### config.mk
export PLATFORM = sky130hd
export DESIGN_NAME = simt_mask_stack
export DESIGN_NICKNAME = d
export VERILOG_FILES = /design/src/rtl/sms_pkg.sv /design/src/rtl/sms_lane_split.sv /design/src/rtl/sms_stack.sv /design/src/rtl/simt_mask_stack.sv
export SDC_FILE = /design/constraint.sdc
export NUM_CORES = 1
export LEC_CHECK = 0
export CORE_MARGIN = 2
export CORE_UTILIZATION = 35
export CTS_CLUSTER_SIZE = 40
export DETAILED_ROUTE_END_ITERATION = 7
export PLACE_DENSITY_LB_ADDON = 0.05
export SKIP_CTS_REPAIR_TIMING = 1
export SYNTH_ARGS = -nofsm -noshare
export SYNTH_HDL_FRONTEND = slang
export SYNTH_SLANG_ARGS = --single-unit
export TNS_END_PERCENT = 20
### constraint.sdc
create_clock -name clk_i -period 5.25 [get_ports clk_i]
set_input_delay 1.05 -clock clk_i [delete_from_list [all_inputs] [get_ports clk_i]]
set_output_delay 1.05 -clock clk_i [all_outputs]
set_load 0.1 [all_outputs]
### src/rtl/sms_pkg.sv
package sms_pkg;

  typedef enum logic [1:0] {
    CLS_SEQ,    // not a branch
    CLS_TAKEN,  // all enabled lanes take it
    CLS_FALL,   // no enabled lane takes it
    CLS_SPLIT   // lanes disagree
  } br_cls_e;

endpackage

### src/rtl/sms_lane_split.sv
module sms_lane_split
  import sms_pkg::*;
#(
  parameter int LANES = 32
) (
  input  logic             is_br_i,
  input  logic [LANES-1:0] mask_i,
  input  logic [LANES-1:0] pred_i,
  output logic [LANES-1:0] taken_o,
  output logic [LANES-1:0] fall_o,
  output br_cls_e          cls_o
);

  for (genvar k = 0; k < LANES; k++) begin : g_lane
    assign taken_o[k] = mask_i[k] & pred_i[k];
    assign fall_o[k]  = mask_i[k] & ~pred_i[k];
  end

  always_comb begin
    if (!is_br_i)          cls_o = CLS_SEQ;
    else if (fall_o == '0) cls_o = CLS_TAKEN;
    else if (taken_o == '0) cls_o = CLS_FALL;
    else                   cls_o = CLS_SPLIT;
  end

endmodule

### src/rtl/sms_stack.sv
module sms_stack #(
  parameter int W     = 8,
  parameter int DEPTH = 4
) (
  input  logic         clk_i,
  input  logic         rst_ni,
  input  logic         clr_i,
  input  logic         push_i,
  input  logic [W-1:0] push_data_i,
  input  logic         pop_i,
  input  logic         upd_i,
  input  logic [W-1:0] upd_data_i,
  output logic [W-1:0] top_o,
  output logic         empty_o,
  output logic         full_o
);

  localparam int CNT_W = $clog2(DEPTH + 1);
  localparam int IDX_W = (DEPTH > 1) ? $clog2(DEPTH) : 1;

  logic [CNT_W-1:0] cnt_q;
  logic [W-1:0]     slot_q [DEPTH];
  logic [IDX_W-1:0] top_idx, wr_idx;

  assign empty_o = (cnt_q == '0);
  assign full_o  = (cnt_q == CNT_W'(DEPTH));
  assign top_idx = IDX_W'(cnt_q - 1'b1);
  assign wr_idx  = IDX_W'(cnt_q);
  assign top_o   = empty_o ? '0 : slot_q[top_idx];

  always_ff @(posedge clk_i or negedge rst_ni) begin
    if (!rst_ni)                   cnt_q <= '0;
    else if (clr_i)                cnt_q <= '0;
    else if (push_i && !full_o)    cnt_q <= cnt_q + 1'b1;
    else if (pop_i && !empty_o)    cnt_q <= cnt_q - 1'b1;
  end

  for (genvar k = 0; k < DEPTH; k++) begin : g_slot
    always_ff @(posedge clk_i or negedge rst_ni) begin
      if (!rst_ni)
        slot_q[k] <= '0;
      else if (push_i && !full_o && wr_idx == IDX_W'(k))
        slot_q[k] <= push_data_i;
      else if (upd_i && !empty_o && top_idx == IDX_W'(k))
        slot_q[k] <= upd_data_i;
    end
  end

  // never push into a full stack
  a_r10_push_room: assert property (@(posedge clk_i) disable iff (!rst_ni)
    push_i |-> !full_o);
  // never pop an empty stack
  a_r8_pop_nonempty: assert property (@(posedge clk_i) disable iff (!rst_ni)
    pop_i |-> !empty_o);
  // one stack action per cycle
  a_r9_single_action: assert property (@(posedge clk_i) disable iff (!rst_ni)
    $countones({push_i, pop_i, upd_i}) <= 1);

endmodule

### src/rtl/simt_mask_stack.sv
module simt_mask_stack
  import sms_pkg::*;
#(
  parameter int          LANES    = 32,
  parameter int          PC_W     = 16,
  parameter int          DEPTH    = 4,
  parameter logic [PC_W-1:0] RESET_PC = '0
) (
  input  logic             clk_i,
  input  logic             rst_ni,
  input  logic             launch_i,
  input  logic [PC_W-1:0]  launch_pc_i,
  input  logic [LANES-1:0] launch_mask_i,
  input  logic             step_i,
  input  logic             branch_i,
  input  logic [LANES-1:0] pred_i,
  input  logic [PC_W-1:0]  target_pc_i,
  input  logic [PC_W-1:0]  reconv_pc_i,
  output logic [PC_W-1:0]  pc_o,
  output logic [LANES-1:0] mask_o,
  output logic             ready_o,
  output logic             overflow_o
);

  // entry layout, LSB first: full_mask, alt_mask, alt_pc, rpc, pend
  localparam int OFS_ALT_MASK = LANES;
  localparam int OFS_ALT_PC   = 2 * LANES;
  localparam int OFS_RPC      = 2 * LANES + PC_W;
  localparam int ENTRY_W      = 2 * LANES + 2 * PC_W + 1;

  logic [PC_W-1:0]    pc_q, pc_d;
  logic [LANES-1:0]   mask_q, mask_d;
  logic               ovf_q, ovf_d;

  logic [LANES-1:0]   taken, fall;
  br_cls_e            cls;

  logic               clr, push, pop, upd;
  logic [ENTRY_W-1:0] push_data, upd_data, top_w;
  logic               st_empty, st_full;

  logic               top_pend;
  logic [PC_W-1:0]    top_rpc, top_alt_pc;
  logic [LANES-1:0]   top_alt_mask, top_full_mask;
  logic               at_reconv, do_launch, accept;

  sms_lane_split #(.LANES(LANES)) i_split (
    .is_br_i (branch_i),
    .mask_i  (mask_q),
    .pred_i  (pred_i),
    .taken_o (taken),
    .fall_o  (fall),
    .cls_o   (cls)
  );

  sms_stack #(.W(ENTRY_W), .DEPTH(DEPTH)) i_stack (
    .clk_i       (clk_i),
    .rst_ni      (rst_ni),
    .clr_i       (clr),
    .push_i      (push),
    .push_data_i (push_data),
    .pop_i       (pop),
    .upd_i       (upd),
    .upd_data_i  (upd_data),
    .top_o       (top_w),
    .empty_o     (st_empty),
    .full_o      (st_full)
  );

  assign top_full_mask = top_w[LANES-1:0];
  assign top_alt_mask  = top_w[OFS_ALT_MASK +: LANES];
  assign top_alt_pc    = top_w[OFS_ALT_PC +: PC_W];
  assign top_rpc       = top_w[OFS_RPC +: PC_W];
  assign top_pend      = top_w[ENTRY_W-1];

  assign at_reconv = !st_empty && (pc_q == top_rpc);
  assign ready_o   = !at_reconv && !ovf_q;
  assign do_launch = launch_i && (launch_mask_i != '0);
  assign accept    = step_i && ready_o && !do_launch;

  assign push_data = {1'b1, reconv_pc_i, pc_q + 1'b1, fall, mask_q};
  assign upd_data  = {1'b0, top_w[ENTRY_W-2:0]};

  always_comb begin
    pc_d   = pc_q;
    mask_d = mask_q;
    ovf_d  = ovf_q;
    clr    = 1'b0;
    push   = 1'b0;
    pop    = 1'b0;
    upd    = 1'b0;
    if (do_launch) begin
      pc_d   = launch_pc_i;
      mask_d = launch_mask_i;
      ovf_d  = 1'b0;
      clr    = 1'b1;
    end else if (at_reconv && !ovf_q) begin
      if (top_pend) begin
        pc_d   = top_alt_pc;
        mask_d = top_alt_mask;
        upd    = 1'b1;
      end else begin
        mask_d = top_full_mask;
        pop    = 1'b1;
      end
    end else if (accept) begin
      unique case (cls)
        CLS_SEQ, CLS_FALL: pc_d = pc_q + 1'b1;
        CLS_TAKEN:         pc_d = target_pc_i;
        CLS_SPLIT: begin
          if (st_full) begin
            ovf_d = 1'b1;
          end else begin
            push   = 1'b1;
            pc_d   = target_pc_i;
            mask_d = taken;
          end
        end
        default: pc_d = pc_q;
      endcase
    end
  end

  always_ff @(posedge clk_i or negedge rst_ni) begin
    if (!rst_ni) begin
      pc_q   <= RESET_PC;
      mask_q <= '1;
      ovf_q  <= 1'b0;
    end else begin
      pc_q   <= pc_d;
      mask_q <= mask_d;
      ovf_q  <= ovf_d;
    end
  end

  assign pc_o       = pc_q;
  assign mask_o     = mask_q;
  assign overflow_o = ovf_q;

  // an accepted step never enables a lane
  a_r6_mask_shrinks: assert property (@(posedge clk_i) disable iff (!rst_ni)
    accept |=> ((mask_o & ~$past(mask_o)) == '0));
  // the warp never runs with no lanes
  a_r7_mask_nonempty: assert property (@(posedge clk_i) disable iff (!rst_ni)
    mask_o != '0);
  // sequential step advances by one
  a_r3_seq_advance: assert property (@(posedge clk_i) disable iff (!rst_ni)
    (accept && !branch_i) |=> (pc_o == PC_W'($past(pc_o) + 1'b1)));
  // overflow freezes the warp until launch
  a_r10_ovf_freeze: assert property (@(posedge clk_i) disable iff (!rst_ni)
    (overflow_o && !launch_i) |=> (overflow_o && $stable(pc_o) && $stable(mask_o)));
  // refused step leaves no push
  a_r11_refused_step: assert property (@(posedge clk_i) disable iff (!rst_ni)
    (step_i && !ready_o) |-> !push);

endmodule

==> results.toml <==
[floorplanning]
fp.dieH_um = 266.6
initial_core_util_pct = 35.24
core_um2 = 68470
ioPinCount = 167
die-area_um2 = 71060
dieWidth_um = 266.6
fp-row-count = 96

[detailed_routing]
num_vias = 21860
wl_mm = 100.4
drt.antenna.violating_nets = 0
drc = 0
post_drt_via_cell_ratio = 6.248
drt-initial-drc-count = 2257
drt_first_pass_iters = 5
wl_per_cell_um = 28.70

[power]
p_sw_share_pct = 34.43
p_switching_uw = 4299
p_clk_share_pct = 30.6
p_leak_uw = 0.01176
pwr-share-seq_pct = 41.3
powerDensity_nw_per_um2 = 435.6
p_comb_share_pct = 28.2
p_int_uw = 8189
irDropWorstVdd_v = 0.0002282

[critical_path]
rr_worst_depth = 12
crit_arrival_ps = 3960
r2r_start = "i_stack.cnt_q[0]"
cp-end-kind = "output pin"
path_max_fanout = 23
crit_path_start_kind = "register"
criticalPathCategory = "register to output pin"
cp_data_required_time_ps = 4200
crit_start = "i_stack.cnt_q[0]"

[min_path]
hold_class = "input pin to asynchronous set/reset pin"

[cts]
root_buffer = "clkbuf_16"
htree_levels = 2
cts_tree = "yes"
cts.path.max_buffers = 3
insertion_delay_ps = 620
cts.clk_slew.worst_paths_ps = 60
cts.sinks = 440
cts_inserted_buffers = 53

[logic_synthesis]
synth_xor_area_share_pct = 0.7622
ys_top_cells_by_count = "dfrtp_1, nand2_1, nor2_1, clkbuf_1, a31oi_1"
synth_ff_type = "dfrtp_1"
syn_nets = 2642
synthSimpleGateAreaFrac_pct = 16.67
synthMuxAreaShare_pct = 9.478
async_flop_share_pct = 100.0
synth_top_area_cell = "dfrtp_1"
ys_ff_latch = 440
syn_inst = 2518
synthAdderAreaFrac_pct = 0.3630
synth_compound_area_share_pct = 22.32
synth_cell_types = 61
synth.most_common_cell = "dfrtp_1"
synth_top_area_share_pct = 42.31
netlist_area_um2 = 24130
synth_top_family_by_area = "compound AO/OA/AOI/OAI gates"
ys.warnings.count = 0
synth_area_leaders = "dfrtp_1, mux4_2, nand2_1"
synth-edff-count = 0
synth.avg_cell_area_um2 = 9.583
ys_seq_area_share_pct = 45.79

[grt]
globalRouteTotalUtil_pct = 28.17
grt_pass1_vias = 21790
grt_pass1_wl_mm = 149.8
gr-total-overflow = 0
antenna_found_initial = 3
grt_max_degree = 117

[place]
gp_congestion = 0.8466
io_buffers = 166
dp_hpwl_mm = 61.12
dp.cells = 3399

[timing]
period_share_pct = 95.50
hold_viol = 0
setup_viol = 0
period_needed_ps = 5014
slew_viol_final = 0
fin_tns_setup_ps = 0
relSlewSlack_pct = 18.07
clock.fmax_mhz = 199.5
rsz0062_at_grt = "no"
worstMarginPinSlew_ps = 1224
fin_skew_ps = 25.92

[flow_run]
cap_viol_max_count = 0

[finish]
layoutNonFillerInstCount = 3499
drive_gt1_share_pct = 13.88
syn2layout_area_growth_pct = 18.80
finalNetCount = 2696

[status]
outcome = "finished clean"
## path summary, 6_finish.rpt
path | to | slack [ps]
max | ready_o | 240
min | i_stack.slot_q[288] | 450
max reg2reg | i_stack.slot_q[212] | 590
min reg2reg | i_stack.slot_q[290] | 480
max in group asynchronous | i_stack.slot_q[268] | 3630
min in group clk_i | i_stack.slot_q[290] | 480
## metal layers
| layer | GRT usage, % | share of wire, % |
|---|---|---|
| met2 | 43.76 | 45 |
| met1 | 40.81 | 45 |
| met3 | 3.958 | 6.9 |
| met5 | 0 | 0.011 |
| met4 | 8.305 | 2.8 |
## logic make-up after synthesis
logic type,after synthesis
AO/OA/AOI/OAI,733
XOR/XNOR,21
adder cells (fa/ha/maj),7
buffers and inverters,279
flip-flops,440
multiplexers,114
AND/OR/NAND/NOR,924
## sequential cells by signal (all words and copies together) (netlist names)
| signal | cells |
|---|---|
| pc_o | 16 |
| i_stack.cnt_q | 3 |
| mask_o | 32 |
| overflow_o | 1 |
| i_stack.slot_q | 388 |
## placed cells by master (no fill, tap or decap), drive strengths merged, types with 6 or more instances in the layout
cell type	synthesis	final
xnor2	17	17
o21ai	46	46
nor2	253	253
clkinv	0	14
ha	7	7
a21oi	115	115
o31ai	7	7
nand4	18	18
o2bb2ai	11	11
dfrtp	408	408
buf	62	74
and2	45	45
nand2	405	405
o21a	29	29
nor4	13	13
dfstp	32	32
o22ai	49	49
o221a	47	47
mux4	91	91
a211oi	6	6
a221o	115	115
a22oi	120	120
a31oi	132	132
and3	17	17
mux2i	20	20
clkdlybuf4s50	0	164
nand2b	37	37
nand3	93	93
inv	40	41
nor3	28	28
o211ai	35	35
clkbuf	177	80
## critical path, stage by stage, from the launching register on
cell and delay, ps:
dfrtp_4 560, inv_1 170, ha_4 550, mux4_2 420, and3_1 210, a2111o_1 370, a2111oi_2 330, and4_1 470
nor2_4 90, buf_12 180
## layout make-up
cell class / instances / area (um^2)
multi-input combinational: 1799 / 12120
clock inverter: 19 / 183.9
antenna: 1 / 2.502
inverter: 40 / 150.1
tap: 882 / 1104
timing repair buffer: 238 / 2455
sequential: 440 / 11050
fill: 6666 / 39800
clock buffer: 80 / 1600
## stage by stage
stage	hold WS, ps	cell area [um^2]	setup WS [ps]	util [%]	power [uW]
global placement	458.1	26880	483.2	39.26	8587
CTS	469.2	28660	188.9	41.87	12540
finish	447.9	28670	236.3	41.87	12490
floorplan	441.6	24140	76.69	-	7460
detailed placement	465.9	26880	427.1	39.26	8693
global route	475.3	28660	59.47	41.87	13130
## power by group through the flow
stage	sequential, uW	combinational [uW]	clock, uW
6_report	5150	3520	3820
5_1_grt	5280	3830	4020
2_1_floorplan	5200	2260	0
4_1_cts	5140	3510	3890
3_5_place_dp	5180	3520	0
3_3_place_gp	5160	3420	0
Note: power is estimated with default switching activity, not from simulation.
